$ cat src/rtl/tanh_pwl_ralut.sv
module tanh_pwl_ralut #(
  parameter int W = 9
) (
  input  logic         clk,
  input  logic         rst,
  input  logic         in_valid,
  input  logic [W-1:0] in_x,
  output logic         out_valid,
  output logic [W-1:0] out_y
);
  localparam int FI   = W - 4;
  localparam int FO   = W - 2;
  localparam int MW   = W - 1;
  localparam int CW   = FO - 2;
  localparam int NENT = 25;
  localparam int BSH  = FI - 5;
  localparam int QSH  = 10 - FO;
  localparam int QRND = (QSH > 0) ? (1 << (QSH - 1)) : 0;

  // range lower bounds in 1/32 units, corrections in 1/1024 units
  localparam int LO32 [NENT] = '{  0, 10, 14, 16, 18, 20, 22, 24, 26, 28, 30, 32, 34,
                                  36, 38, 40, 42, 44, 46, 48, 52, 56, 64, 80, 112};
  localparam int C1K  [NENT] = '{  0, 16, 29, 42, 58, 77, 99, 124, 152, 183, 217, 238, 213,
                                  190, 169, 151, 134, 120, 106, 89, 70, 50, 26, 8, 1};

  logic         v_a;
  logic [W-1:0] x_a;
  logic         neg, seg_lin;
  logic [MW-1:0] mag;
  logic [FO:0]  est, res;
  logic [CW-1:0] corr;
  logic [W-1:0] y_nxt;

  assign neg = x_a[W-1];
  assign mag = !neg ? x_a[MW-1:0] :
               (x_a[MW-1:0] == '0) ? {MW{1'b1}} : MW'(-x_a[MW-1:0]);

  assign seg_lin = mag < MW'(1 << FI);
  assign est     = seg_lin ? {1'b0, mag[FI-1:0], 2'b00} : {1'b1, {FO{1'b0}}};

  always_comb begin
    corr = '0;
    for (int i = 0; i < NENT; i++)
      if (int'(mag) >= (LO32[i] << BSH))
        corr = CW'((C1K[i] + QRND) >> QSH);
  end

  assign res   = est - {3'b000, corr};
  assign y_nxt = neg ? W'(-{1'b0, res}) : {1'b0, res};

  always_ff @(posedge clk) begin
    if (rst) begin
      v_a       <= 1'b0;
      x_a       <= '0;
      out_valid <= 1'b0;
      out_y     <= '0;
    end else begin
      v_a       <= in_valid;
      x_a       <= in_x;
      out_valid <= v_a;
      out_y     <= y_nxt;
    end
  end
endmodule

$ cat config.mk
export PLATFORM = sky130hd
export DESIGN_NAME = tanh_pwl_ralut
export DESIGN_NICKNAME = d
export VERILOG_FILES = /design/src/rtl/tanh_pwl_ralut.sv
export SDC_FILE = /design/constraint.sdc
export NUM_CORES = 1
export LEC_CHECK = 0
export BUFFER_PORTS_ARGS = -buffer_cell sky130_fd_sc_hd__buf_2
export CAP_MARGIN = 20
export CORE_UTILIZATION = 40
export DETAILED_ROUTE_END_ITERATION = 12
export PLACE_DENSITY = 0.63
export REMOVE_ABC_BUFFERS = 1
export SYNTH_ARGS = -nofsm -noshare
export SYNTH_HDL_FRONTEND = slang
export SYNTH_SLANG_ARGS = --single-unit
$ cat constraint.sdc
create_clock -name clk -period 11.5 [get_ports clk]
set_input_delay 0 -clock clk [delete_from_list [all_inputs] [get_ports clk]]
set_output_delay 0 -clock clk [all_outputs]
set_load 0.01 [all_outputs]
==> reports/results.tsv, run 1 <==
stage	metric	value	unit
outcome	status	finished, final reports clean	
timing	Pins Over Slew Limit	0	
layout	Filler Cell Count	428	
logic_synthesis	register area share after synthesis	0.229	
logic_synthesis	syn_area_per_cell	7.79	um2
timing	Total Neg Setup Slack	0	ns
clocking	Sink Count	20	
die	Core ar.	4120	um2
setup_path	Critical R2R Capture	out_y[7]	
timing	PnR worst setup slack	6.68	ns
placed_design	Routability Congestion	0.892	
setup_path	CP max FO	24	
route	Metal-1 WL	2050	um
route	Routed Antenna Nets	0	
route	initial drt markers	158	
pwr	P per Cell Area	132	nW/um2
layout	fraction of layout cells with a size suffix above 1	0.153	
logic_synthesis	Synth async-reset ratio	0	
logic_synthesis	Area contributors post-synth	dfxtp_1 23%, nor2b_1 5.4%, a21oi_1 4.9%, xnor2_1 4.5%, ha_1 4.3%	
global_routing	largest net degree at the start of global routing	25	
logic_synthesis	mux cell area share after synthesis	0.0114	
logic_synthesis	Synth Area in Compound Gates	0.302	
logic_synthesis	adder-cell area share of the yosys netlist	0.0486	
route	WL per Instance	13.8	um
placed_design	cell total after placement	284	
setup_path	WP data arrival	4.96	ns
die	effective utilization at floorplan	0.426	
timing	f_max	207	MHz
global_routing	first-pass GRT wire length	6730	um
route	via count	1769	
layout	cell area after layout	2030	um2
pwr	IR drop worst, VDD	0.0836	mV
clocking	H-tree depth reported by CTS	1	
layout	Layout area overhead	16.1	%
run	Max-Cap Viols	0	
timing	Fin. Hold Viols	0	
route	DRC Markers	0	
hold_path	WHS Path Cells	2	
global_routing	Total GRT Usage	0.192	
logic_synthesis	simple-gate share of the synthesized area	0.283	
logic_synthesis	Synth Flop Type	dfxtp_1	
die	Std-Cell Rows	23	
timing	worst hold margin	0.114	ns
die	I/O pins	22	
die	Die H	68.2	um
logic_synthesis	netlist area before placement	1750	um2
clocking	number of CTS-inserted buffers	3	
logic_synthesis	area share of the largest cell type after synthesis	0.229	
placed_design	IO Port Bufs	21	
clocking	CTS Buffer Depth	2	
timing	Finish-stage setup viols	0	
setup_path	type of destination of the critical path	flop	
clocking	root buffer cell	clkbuf_8	
clocking	clock slew at reported path FFs	0.08	ns
timing	Tmin final	4.82	ns
placed_design	Post-Place Setup Slack	6.83	ns
logic_synthesis	Yosys top cell by area	dfxtp_1	
route	number of iterations in the first detailed-routing pass	4	
hold_path	end of the worst hold path	out_y[1]	
logic_synthesis	top-count cell post-synth	dfxtp_1	
layout	NumNets Final	267	
logic_synthesis	Yosys Warn Count	0	
die	DIE WIDTH	68.2	um
die	full die area	4650	um2
global_routing	initial antenna violation count	0	
layout	Final Util	0.494	
timing	Slew HR	0.456	
timing	worst slew pin tran	0.812	ns
setup_path	CP startpoint kind	flop	
logic_synthesis	Mapped Cells	225	
route	max layer used	met4	
clocking	Clock Latency Late Sink	0.27	ns
global_routing	GR Overflow Total	0	
global_routing	vias in the first global route	1545	
hold_path	hold_sp	rst	
setup_path	r2r startpoint	x_a[8]	
clocking	CTS tree	built	
setup_path	setup slack, reg-to-reg	6.68	ns
placed_design	placed inst area	1860	um2
logic_synthesis	flops & latches, synth	20	
logic_synthesis	commonest cells in the synthesized netlist	20 x dfxtp_1, 19 x nor2_1, 17 x a21oi_1, 15 x nor2b_1	
layout	antenna diode count	0	
setup_path	WS Path Type	flop to flop	
hold_path	Hold Crit Class	input pin to flop	
logic_synthesis	EDFF count, synth	0	
route	Via-to-Cell Ratio	5.94	
pwr	Final Power	0.269	mW
clocking	post-cts repair resize count	0	
route	DR WL met2	1800	um
timing	Period Utilization, post-route	0.419	
timing	RSZ-0062 raised after global routing	false	
pwr	leak pwr	0.797	nW
setup_path	Critical Path RT	11.64	ns
setup_path	FF-to-FF path depth	19	
route	final wirelength	4110	um
placed_design	DP HPWL	3020	um
layout	Final Non-Filler Cells	298	
logic_synthesis	Cell variety after synth	62	
route	met3 wire length	198	um
logic_synthesis	XOR/XNOR Fraction of Synth Area	0.0793	
logic_synthesis	largest family of logic cells by synthesized area	compound AO/OA/AOI/OAI gates	
timing	clock skew	0.0101	ns
[layer usage]
layer / up-vias / track usage
met5: - / 0
met3: 7 / 0.0217
li1: 884 / -
met1: 831 / 0.267
met2: 47 / 0.289
met4: 0 / 0.0938
[worst max-delay path by stage]
stage | endpoint | start | slack [ns]
4_1_cts | out_y[7] | x_a[8] | 6.79
6_report | out_y[7] | x_a[8] | 6.68
3_5_place_dp | out_y[7] | x_a[8] | 6.83
2_1_floorplan | out_y[7] | x_a[8] | 7.52
5_1_grt | out_y[7] | x_a[8] | 6.25
3_3_place_gp | out_y[7] | x_a[8] | 6.86
[worst max-delay path: stages (launching register included)]
cell and delay, ns:
dfxtp_1 0.84, o31ai_2 0.20, xnor2_1 0.65, o21ai_0 0.20, a21oi_1 0.37, nor2_1 0.06
o21ai_0 0.10, o21ai_0 0.12, a21oi_1 0.14, o21ai_0 0.09, ha_1 0.38, a21oi_1 0.18
nor2_1 0.05, nor2_1 0.15, nor2b_1 0.09, o31ai_1 0.18, o21ai_0 0.21, and4_1 0.26
a311oi_1 0.26, o311ai_1 0.14
[area by class of cell]
cell class,count,area (um2),area share
flip-flops and latches,20,400,0.197
clock inverters,1,30.0,0.0148
clock buffers,3,41.3,0.0203
well taps,50,62.6,0.0308
repair buffers,31,205,0.101
multi-input cells,186,1270,0.624
inverters,7,26.3,0.0129
[cells by family (layout without fill, tap and decap cells)]
kind of cell             Yosys count  in the layout
adder cells (fa/ha/maj)            7              7
buffers and inverters             19             42
AND/OR/NAND/NOR                   91             91
multiplexers                       2              2
XOR/XNOR                          15             15
AO/OA/AOI/OAI                     71             71
flip-flops                        20             20
[state kept, by name (all words and copies together), names as in the netlist]
signal and flops:
out_y 9, x_a 9, out_valid 1, v_a 1
[power by group]
group	internal [mW]	leakage (nW)	switching (mW)	total, mW
Combinational	0.0479	0.594	0.0673	0.115
Clock	0.0465	0.0357	0.0240	0.0705
Sequential	0.0781	0.167	0.00537	0.0835
Total	0.172	0.797	0.0967	0.269
[layout by cell type (no fill, tap or decap), types with 5 or more instances in the layout]
| cell type | netlist | final |
|---|---|---|
| dlygate4sd3_1 | 0 | 10 |
| o31ai_1 | 5 | 5 |
| xnor2_1 | 9 | 9 |
| buf_2 | 3 | 21 |
| a21oi_1 | 17 | 17 |
| xor2_1 | 5 | 5 |
| o21ai_0 | 11 | 11 |
| nor2_1 | 19 | 19 |
| inv_1 | 6 | 6 |
| dfxtp_1 | 20 | 20 |
| nand2b_1 | 5 | 5 |
| ha_1 | 6 | 6 |
| nor3_1 | 11 | 11 |
| nor2b_1 | 15 | 15 |
| nand2_1 | 11 | 11 |
[what timing repair did]
| action | 4_1_cts | 5_1_grt |
|---|---|---|
| endpoints found under the hold margin | 10 | 0 |
| hold buffers | 10 | 0 |
| setup buffers | 0 | 0 |
Note: power is estimated with default switching activity, not from simulation.
==> run 2, diff against run 1 <==
--- a/config.mk
+++ b/config.mk
@@ -5,6 +5,7 @@
 export SDC_FILE = /design/constraint.sdc
 export NUM_CORES = 1
 export LEC_CHECK = 0
+export ABC_AREA = 1
 export BUFFER_PORTS_ARGS = -buffer_cell sky130_fd_sc_hd__buf_2
 export CAP_MARGIN = 20
 export CORE_UTILIZATION = 40
==> constraint.sdc (replaced) <==
create_clock -name clk -period 4.9 [get_ports clk]
set_input_delay 0 -clock clk [delete_from_list [all_inputs] [get_ports clk]]
set_output_delay 0 -clock clk [all_outputs]
set_load 0.01 [all_outputs]
==> run 2 against run 1 <==
- highest routed layer unchanged
- critical path type unchanged
- sequential cell count stayed put
- sequential share of layout area grew 0.18 points
- fmax grew 15%
- critical endpoint unchanged
- worst setup slack worse by 6.0 ns
- power is 120% higher
- sequential power increased by 130%
- clock skew decreased by 0.0035 ns
- clock power rose by 49%
- critical path depth increased by 5
==> reports/results.tsv, run 2 <==
stage	metric	value	unit
logic_synthesis	Synth Flop Type	dfxtp_1	
setup_path	FF-to-FF path depth	24	
clocking	H-tree depth reported by CTS	1	
die	Core ar.	4090	um2
global_routing	initial antenna violation count	0	
outcome	status	finished, final reports clean	
setup_path	WS Path Type	flop to flop	
setup_path	setup slack, reg-to-reg	0.73	ns
route	DRC Markers	0	
placed_design	Routability Congestion	0.978	
logic_synthesis	mux cell area share after synthesis	0	
hold_path	WHS Path Cells	2	
route	WL per Instance	10.5	um
setup_path	CP startpoint kind	flop	
logic_synthesis	commonest cells in the synthesized netlist	52 x nand2_1, 37 x nor2_1, 35 x inv_1, 20 x dfxtp_1, 16 x nand3_1	
timing	worst slew pin tran	0.797	ns
timing	Fin. Hold Viols	0	
hold_path	end of the worst hold path	x_a[0]	
die	Die H	68.0	um
logic_synthesis	Synth Area in Compound Gates	0.131	
placed_design	IO Port Bufs	21	
setup_path	Slowest-stage cell, CP	dfxtp_1	
layout	commonest non-fill, non-tap cell in the layout	nand2_1	
setup_path	CP max stage delay	0.84	ns
route	via count	1656	
layout	highest-count cells in the layout ignoring fill and taps	52 x nand2_1, 37 x nor2_1, 35 x inv_1, 21 x buf_2, 20 x dfxtp_1	
timing	Pins Over Slew Limit	0	
global_routing	Total GRT Usage	0.181	
logic_synthesis	Area contributors post-synth	dfxtp_1 23%, nand2_1 11%, nor2_1 8.0%, inv_1 7.5%, nand3_1 4.6%	
run	Max-Cap Viols	0	
timing	f_max	240	MHz
logic_synthesis	Mapped Cells	263	
route	final wirelength	3610	um
logic_synthesis	register area share after synthesis	0.230	
route	initial drt markers	127	
route	Via-to-Cell Ratio	4.83	
hold_path	Hold Crit Class	input pin to flop	
setup_path	Critical Path RT	5.05	ns
setup_path	r2r startpoint	x_a[8]	
layout	Filler Cell Count	437	
logic_synthesis	simple-gate share of the synthesized area	0.453	
clocking	CTS Buffer Depth	2	
global_routing	GR Overflow Total	0	
logic_synthesis	top-count cell post-synth	nand2_1	
timing	clock skew	0.00662	ns
layout	NumNets Final	313	
die	effective utilization at floorplan	0.426	
layout	biggest regs	out_y: 9 flops, x_a: 9 flops	
setup_path	crit-path cells	nand2_1, nand3_1, nand3_4, inv_4, nand2_2, a21oi_1, a21boi_0, o221ai_1, a21oi_1, o21ai_0, nand2_1, nand2_1, a21oi_1, ha_1, a21oi_1, o21bai_1, a21oi_1, nand2_1, xnor2_1, nor2_1, nand2_1, nand3_1, nand2_1, nor2_1	
layout	Layout area overhead	15.8	%
logic_synthesis	adder-cell area share of the yosys netlist	0.0431	
logic_synthesis	flops & latches, synth	20	
logic_synthesis	XOR/XNOR Fraction of Synth Area	0.0151	
layout	antenna diode count	0	
pwr	P per Cell Area	297	nW/um2
route	number of iterations in the first detailed-routing pass	4	
die	full die area	4620	um2
logic_synthesis	largest family of logic cells by synthesized area	simple AND/OR/NAND/NOR gates	
route	Routed Antenna Nets	0	
clocking	# hold bufs at CTS	10	
pwr	leak pwr	1.04	nW
logic_synthesis	EDFF count, synth	0	
clocking	Sink Count	20	
clocking	CTS tree	built	
setup_path	CP dominant cell by count	nand2_1	
setup_path	WP data arrival	4.33	ns
pwr	IR drop worst, VDD	0.182	mV
layout	fraction of layout cells with a size suffix above 1	0.235	
timing	Total Neg Setup Slack	0	ns
logic_synthesis	netlist area before placement	1740	um2
logic_synthesis	Yosys top cell by area	dfxtp_1	
timing	Period Utilization, post-route	0.852	
timing	Tmin final	4.17	ns
logic_synthesis	Cell variety after synth	42	
clocking	Post-CTS Repair Setup Buffers	0	
die	Std-Cell Rows	23	
logic_synthesis	Yosys Warn Count	0	
clocking	number of CTS-inserted buffers	3	
placed_design	DP HPWL	2860	um
global_routing	vias in the first global route	1500	
clocking	clock slew at reported path FFs	0.07	ns
logic_synthesis	area share of the largest cell type after synthesis	0.230	
timing	worst hold margin	0.0770	ns
die	DIE WIDTH	68.0	um
timing	Finish-stage setup viols	0	
logic_synthesis	Synth async-reset ratio	0	
global_routing	largest net degree at the start of global routing	20	
die	I/O pins	22	
clocking	root buffer cell	clkbuf_8	
setup_path	type of destination of the critical path	flop	
setup_path	CP max FO	19	
timing	Slew HR	0.468	
clocking	Clock Latency Late Sink	0.25	ns
hold_path	hold_sp	rst	
timing	RSZ-0062 raised after global routing	false	
setup_path	Critical R2R Capture	out_y[7]	
logic_synthesis	syn_area_per_cell	6.62	um2
global_routing	first-pass GRT wire length	6370	um
clocking	post-cts repair resize count	0	
[run 2: cell types whose count changed after synthesis, moves of 8 or more]
cell / delta
nor2b_1: -15
inv_1: +29
nand3_1: +13
xnor2_1: -8
nand2_1: +41
nand2_2: +10
nor2_1: +18
[run 2: metrics by stage]
stage / util / cells / cell area (um2) / setup WS, ns / power (mW)
CTS: 0.493 / 343 / 2020 / 0.812 / 0.600
finish: 0.493 / 343 / 2020 / 0.725 / 0.598
global placement: 0.459 / 330 / 1870 / 0.955 / 0.489
global route: 0.493 / 343 / 2020 / 0.205 / 0.653
floorplan: - / 259 / 1710 / 1.33 / 0.427
detailed placement: 0.459 / 330 / 1870 / 0.811 / 0.489
[run 2: power breakdown]
| part | internal, mW | total (mW) | leakage, nW | switching, mW |
|---|---|---|---|---|
| Clock | 0.0546 | 0.105 | 0.0216 | 0.0501 |
| Sequential | 0.183 | 0.192 | 0.167 | 0.00911 |
| Combinational | 0.111 | 0.301 | 0.849 | 0.190 |
[run 2: final cells by class]
type / count / area (um2) / area share
Clock buffer: 3 / 41.3 / 0.0205
Inverter: 46 / 189 / 0.0937
Multi-Input combinational cell: 193 / 1120 / 0.554
Sequential cell: 20 / 400 / 0.199
Tap cell: 50 / 62.6 / 0.0310
Timing Repair Buffer: 31 / 205 / 0.102
[run 2: cells by family (layout without fill, tap and decap cells)]
family	Yosys count	after routing
compound gates	38	38
fa+ha+maj	6	6
simple gates	146	146
buf+inv	50	80
flops	20	20
xor+xnor	3	3
[run 2: layer usage]
metal | wire (um) | GRT usage | share of wire
met1 | 1850 | 0.251 | 0.51
met2 | 1560 | 0.287 | 0.43
met3 | 168 | 0.0317 | 0.047
met4 | 34 | 0.0443 | 0.0094
met5 | 0 | 0 | 0
[run 2: critical path: cells and delay by family, from the launching register on]
| kind | cells | cell delay, ns |
|---|---|---|
| flip-flops | 1 | 0.84 |
| XOR/XNOR | 1 | 0.27 |
| adder cells (fa/ha/maj) | 1 | 0.30 |
| buffers and inverters | 1 | 0.08 |
| AO/OA/AOI/OAI | 9 | 1.37 |
| AND/OR/NAND/NOR | 12 | 1.22 |
[run 2: worst max path at each step]
stage                     startpoint       end  slack (ns)  cells after the start
after CTS                     x_a[8]  out_y[7]        0.81                     25
after detailed placement      x_a[8]  out_y[7]        0.81                     24
final                         x_a[8]  out_y[7]        0.73                     24
after floorplan               x_a[8]  out_y[7]        1.33                     25
after global routing          x_a[8]  out_y[7]        0.20                     25
after global placement        x_a[8]  out_y[7]        0.96                     27
